## src/rtl/rx_ring_dma.sv

```systemverilog
module rx_ring_dma #(
  parameter int AW = 32
) (
  input  logic          clk,
  input  logic          rst_n,
  input  logic [AW-1:0] list_base,
  input  logic          run,
  input  logic          poll,
  input  logic          s_valid,
  input  logic [7:0]    s_data,
  input  logic          s_last,
  input  logic          s_err,
  input  logic          s_ftype,
  output logic          s_ready,
  output logic          m_req,
  output logic          m_we,
  output logic [AW-1:0] m_addr,
  output logic [31:0]   m_wdata,
  input  logic          m_ack,
  input  logic [31:0]   m_rdata,
  output logic          rx_unavail
);
  localparam int SZW  = 13;
  localparam int WW   = SZW - 2;
  localparam int IXW  = WW + 1;
  localparam int LENW = IXW + 2;

  typedef enum logic [3:0] {IDLE, RD0, RD1, RD2, RD3, RECV, WDAT, WSTAT, SUSP} st_t;

  st_t st;
  logic [AW-1:0]   ptr, b1, b2;
  logic [WW-1:0]   w1, w2;
  logic            eor, cerr, ftype, trunc, skip, fin;
  logic [LENW-1:0] len;
  logic [IXW-1:0]  widx;
  logic [31:0]     word;
  logic [1:0]      lane;

  wire [IXW-1:0]  cap_w   = {1'b0, w1} + {1'b0, w2};
  wire            room    = len < {cap_w, 2'b00};
  wire            in_b1   = widx < {1'b0, w1};
  wire [IXW-1:0]  b2_idx  = widx - {1'b0, w1};
  wire [AW-1:0]   waddr   = in_b1 ? b1 + AW'({widx, 2'b00}) : b2 + AW'({b2_idx, 2'b00});
  wire            take    = s_valid && s_ready;
  wire            es      = cerr | trunc;
  wire [31:0]     stat    = {2'b00, len, es, 2'b00, trunc, 2'b00, 2'b11, 2'b00, ftype, 3'b000, cerr, 1'b0};

  assign s_ready    = (st == IDLE) || (st == SUSP) || (st == RECV);
  assign rx_unavail = (st == SUSP);
  assign m_req      = (st == RD0) || (st == RD1) || (st == RD2) || (st == RD3) ||
                      (st == WDAT) || (st == WSTAT);
  assign m_we       = (st == WDAT) || (st == WSTAT);
  assign m_wdata    = (st == WSTAT) ? stat : word;

  always_comb begin
    case (st)
      RD1:     m_addr = ptr + AW'(4);
      RD2:     m_addr = ptr + AW'(8);
      RD3:     m_addr = ptr + AW'(12);
      WDAT:    m_addr = waddr;
      default: m_addr = ptr;
    endcase
  end

  always_ff @(posedge clk or negedge rst_n) begin
    if (!rst_n) begin
      st <= IDLE;
      ptr <= '0; b1 <= '0; b2 <= '0; w1 <= '0; w2 <= '0;
      eor <= 1'b0; cerr <= 1'b0; ftype <= 1'b0; trunc <= 1'b0;
      skip <= 1'b0; fin <= 1'b0; len <= '0; widx <= '0;
      word <= '0; lane <= '0;
    end else begin
      case (st)
        IDLE: begin
          if (take) skip <= !s_last;
          if (run) begin
            ptr <= list_base;
            st  <= RD0;
          end
        end
        RD0: if (m_ack) begin
          if (!run)            st <= IDLE;
          else if (m_rdata[31]) st <= RD1;
          else                 st <= SUSP;
        end
        RD1: if (m_ack) begin
          w1  <= m_rdata[12:2];
          w2  <= m_rdata[28:18];
          eor <= m_rdata[15];
          st  <= RD2;
        end
        RD2: if (m_ack) begin
          b1 <= m_rdata[AW-1:0];
          st <= RD3;
        end
        RD3: if (m_ack) begin
          b2 <= m_rdata[AW-1:0];
          st <= RECV;
        end
        RECV: begin
          if (take) begin
            if (skip) begin
              skip <= !s_last;
            end else begin
              if (s_last) begin
                cerr  <= s_err;
                ftype <= s_ftype;
              end
              if (room) begin
                word[lane*8 +: 8] <= s_data;
                lane <= lane + 2'd1;
                len  <= len + 1'b1;
                if (lane == 2'd3 || s_last) begin
                  fin <= s_last;
                  st  <= WDAT;
                end
              end else begin
                trunc <= 1'b1;
                if (s_last) st <= WSTAT;
              end
            end
          end else if (!run && len == '0 && !skip) begin
            st <= IDLE;
          end
        end
        WDAT: if (m_ack) begin
          widx <= widx + 1'b1;
          word <= '0;
          lane <= '0;
          st   <= fin ? WSTAT : RECV;
        end
        WSTAT: if (m_ack) begin
          ptr   <= eor ? list_base : ptr + AW'(32);
          len   <= '0; widx <= '0; trunc <= 1'b0;
          cerr  <= 1'b0; ftype <= 1'b0; fin <= 1'b0;
          st    <= RD0;
        end
        SUSP: begin
          if (take) skip <= !s_last;
          if (!run)      st <= IDLE;
          else if (poll) st <= RD0;
        end
        default: st <= IDLE;
      endcase
    end
  end
endmodule

```

## config.mk

```make
export PLATFORM = sky130hd
export DESIGN_NAME = rx_ring_dma
export DESIGN_NICKNAME = d
export VERILOG_FILES = /design/src/rtl/rx_ring_dma.sv
export SDC_FILE = /design/constraint.sdc
export NUM_CORES = 1
export LEC_CHECK = 0
export ABC_CLOCK_PERIOD_IN_PS = 4500
export BUFFER_PORTS_ARGS = -buffer_cell sky130_fd_sc_hd__buf_4
export CORE_ASPECT_RATIO = 0.8
export CORE_MARGIN = 2
export CORE_UTILIZATION = 50
export CTS_BUF_LIST = sky130_fd_sc_hd__clkbuf_16
export DETAILED_ROUTE_END_ITERATION = 8
export MAX_ROUTING_LAYER = met4
export PLACE_DENSITY = 0.7
export SLEW_MARGIN = 20
export SYNTH_ARGS = -nofsm -noshare
export SYNTH_HDL_FRONTEND = slang
export SYNTH_SLANG_ARGS = --single-unit
```

## constraint.sdc

```tcl
create_clock -name clk -period 4.5 [get_ports clk]
set_input_delay 0.45 -clock clk [delete_from_list [all_inputs] [get_ports clk]]
set_output_delay 0.45 -clock clk [all_outputs]
set_load 0.1 [all_outputs]
```

==> out/qor.log <==
INFO  route          drt_iter0_markers=1268
INFO  finish         nets=1942
INFO  worst_setup_path setup.reg_to_reg.worst_slack=0.13ns
INFO  clocking       h-tree-depth=4
INFO  power          power.density=862mW/mm^2
INFO  synth          post_synth_num_cell_types=73
INFO  synth          synth_enable_flop_cells=0
INFO  finish         most-common-layout-cells=226 x nand2_1, 217 x buf_4, 188 x dfrtp_1, 117 x a21oi_1, 106 x o21ai_0
INFO  timing         fin_skew=0.0127ns
INFO  placement      place_inst=2098
INFO  timing         grt_setup_unrepaired=true
INFO  status         violations_in_the_final_reports=negative setup slack
INFO  synth          number_of_register_bits_inferred_by_synthesis=188
INFO  finish         syn_to_final_growth=25.6%
INFO  worst_setup_path critical_path.startpoint_type=register
INFO  synth          summed_instance_area_of_the_synthesized_netlist=0.0136sqmm
INFO  synth          avgSynthCellArea=8.47squm
INFO  floorplan      rows=54
INFO  timing         timing_hold_violations_final=0
INFO  worst_setup_path worstSetupEndpointType=output port
INFO  placement      place_hpwl=33300um
INFO  finish         antenna_cells_inserted=0
INFO  route          drt_wl_total=46000um
INFO  route          final_antenna_net_count=0
INFO  clocking       cts_buffers=17
INFO  synth          syn-instance-count=1608
INFO  global_route   wire_length_of_the_first_global_routing_pass=69800um
INFO  finish         post_route_cells_drive_above_1_share=0.257
INFO  global_route   globalRouteTotalUtil=0.326
INFO  finish         layout.cells.most_common=nand2_1
INFO  clocking       cts_sinks=188
INFO  timing         slew_viol_final=0
INFO  route          detail_route.wl_per_cell=21.3um
INFO  global_route   grt_antenna_before_repair=0
INFO  route          routed-via-count=13.2k
INFO  worst_setup_path required=4.05ns
INFO  floorplan      floorplan.core_area=0.0270sqmm
INFO  flow_run       drv.max_cap_violation_count=0
INFO  floorplan      io-pin-count=149
INFO  synth          asyncSetResetFlopFracSynth=1.00
INFO  power          p_leak=7.56nW
INFO  global_route   globalRouteOverflowTotal=0
INFO  timing         relSlewSlack=0.351
INFO  worst_setup_path cp_max_fanout=6
INFO  floorplan      starting_density_of_the_core=0.504
INFO  placement      port_buffers=148
INFO  timing         post-route-min-period=4.88ns
INFO  clocking       post_cts_hold_buffer_count=0
INFO  floorplan      die-area=0.0286sqmm
INFO  global_route   largest_net_degree_at_the_start_of_global_routing=102
INFO  route          drt-vias-per-instance=6.11
INFO  route          post_route_drc=0
INFO  timing         timing_worst_slew_pin_value=0.966ns
INFO  global_route   first_global_vias=12.5k
INFO  floorplan      die_y=152um
INFO  route          drtPass1Iterations=5
INFO  finish         finish.cell_count_without_fillers=2165
INFO  clocking       clk_latency=0.46ns
INFO  timing         sum_of_negative_setup_slack=-3.72ns
INFO  clocking       cts_buffer_depth=2
INFO  timing         period_share=1.08
INFO  clocking       cts_tree=yes
INFO  worst_setup_path worst-endpoint-arrival=4.43ns
INFO  timing         final.setup.worst_slack=-0.376ns
INFO  floorplan      fp.dieW=189um
INFO  power          ir_worst_vdd=1.22mV
INFO  timing         max_freq=0.205GHz
INFO  synth          yosysSeqAreaShare=0.345
INFO  synth          most_common_flop_cell_mapped_by_yosys=dfrtp_1
INFO  clocking       clk_pin_slew=0.08ns
INFO  synth          syn-num-nets=1762
INFO  worst_setup_path path_class=register to output port
INFO  timing         timing.final.setup_violations=18
INFO  synth          yosysWarnings=0
INFO  clocking       cts_root_buffer=clkbuf_16
INFO  min_path       holdCritPathClass=primary input to asynchronous set/reset pin
INFO  placement      routability_congestion_estimate_from_global_placement=0.977
INFO  status         run_status=complete, but fails checks
-- stage by stage --
step                      setup WS, ns  total power [mW]  cell area [sq um]  hold slack (ns)  utilization
final                           -0.376              14.8              17100            0.103        0.633
after global routing            -0.508              15.6              17100            0.173        0.633
after detailed placement        -0.123              11.8              15600            0.477        0.577
after floorplan                 -0.471              9.51              13800            0.154            -
after CTS                       -0.260              14.2              16800            0.135        0.623
after global placement          0.0321              11.7              15600            0.467        0.577
-- metal layers --
layer / vias to the layer above / GRT usage / part of all wire
met5: - / - / 0
met4: 0 / 0.0867 / 0.019
met3: 64 / 0.0769 / 0.095
met2: 578 / 0.473 / 0.44
met1: 6469 / 0.457 / 0.45
li1: 6112 / - / -
-- layout make-up --
class                      count  area, sq um
clock buffer                  17          425
clock inverter                15          180
fill                        2304         9910
inverter                      59          221
multi-input combinational   1275         8980
sequential                   188         4700
tap                          364          455
timing repair buffer         247         2150
-- synth_stat cells (7+ instances only) --
cell type | count | area, sq um
o22ai_1 | 9 | 56.3
and4_1 | 10 | 87.6
or4_1 | 9 | 67.6
o31ai_1 | 9 | 67.6
or3_1 | 8 | 50.1
nand2b_1 | 17 | 106
nand2_1 | 230 | 863
o21ai_0 | 125 | 626
mux2i_1 | 42 | 420
a31oi_1 | 17 | 106
o221ai_1 | 17 | 149
nand3_1 | 61 | 305
ha_1 | 68 | 851
a211oi_1 | 7 | 52.6
and2_1 | 23 | 144
o211ai_1 | 12 | 90.1
and3_1 | 46 | 288
mux2_2 | 86 | 968
nor3_1 | 35 | 175
a21oi_1 | 123 | 616
inv_1 | 59 | 221
nor2_1 | 101 | 379
nand4_1 | 14 | 87.6
clkbuf_1 | 62 | 233
buf_2 | 14 | 70.1
dfrtp_1 | 188 | 4700
xor2_1 | 36 | 315
a21o_1 | 13 | 97.6
xnor2_1 | 50 | 438
nor2b_1 | 11 | 68.8
-- critical path, cell delays in order (launching register included) --
cell,delay [ns]
dfrtp_1,0.40
inv_2,0.08
ha_4,0.13
fa_2,0.21
nor2b_2,0.05
o31a_1,0.26
buf_4,0.15
o41ai_4,0.30
buf_4,0.18
xnor2_2,0.07
ha_4,0.30
and3_4,0.17
o211ai_1,0.12
a31oi_1,0.25
buf_4,0.18
and2_4,0.20
and3_4,0.21
xor2_2,0.07
a221o_1,0.43
buf_12,0.20
-- power by group --
group | leakage (nW) | switching, mW | internal, mW
Clock | 0.294 | 0.798 | 0.799
Sequential | 2.36 | 0.790 | 2.31
Combinational | 4.90 | 6.25 | 3.81
Total | 7.56 | 7.83 | 6.92
-- sequential cells by signal, summed over array words and instances (netlist names), 2 cells and up --
signal	flops
b1	32
b2	32
lane	2
len	14
ptr	32
st	4
w1	11
w2	11
widx	12
word	32
-- worst paths after layout --
path                              start         end  cells after the start
hold / removal                    rst_n     word[8]                      1
setup reg to reg                  w1[1]      len[8]                     19
setup / recovery                widx[0]  m_addr[27]                     19
min in group clk           list_base[5]      ptr[5]                      3
hold reg to reg                   ftype       ftype                      2
max in group asynchronous         rst_n     ptr[21]                      2
-- cells by family after synthesis --
group                    after synthesis  synth area share
AND/OR/NAND/NOR                      597             0.211
AO/OA/AOI/OAI                        388             0.173
flip-flops                           188             0.345
buffers and inverters                147            0.0436
multiplexers                         128             0.102
XOR/XNOR                              86            0.0553
adder cells (fa/ha/maj)               74            0.0705
-- timing repair --
| item | 4_1_cts | 5_1_grt |
|---|---|---|
| cloned | 0 | 2 |
| endpoints found under the setup margin | 24 | 74 |
| pin swaps | 47 | 42 |
| resized for setup | 99 | 43 |
| setup buffers | 23 | 12 |
No activity file was read; power rests on OpenSTA's default activity.
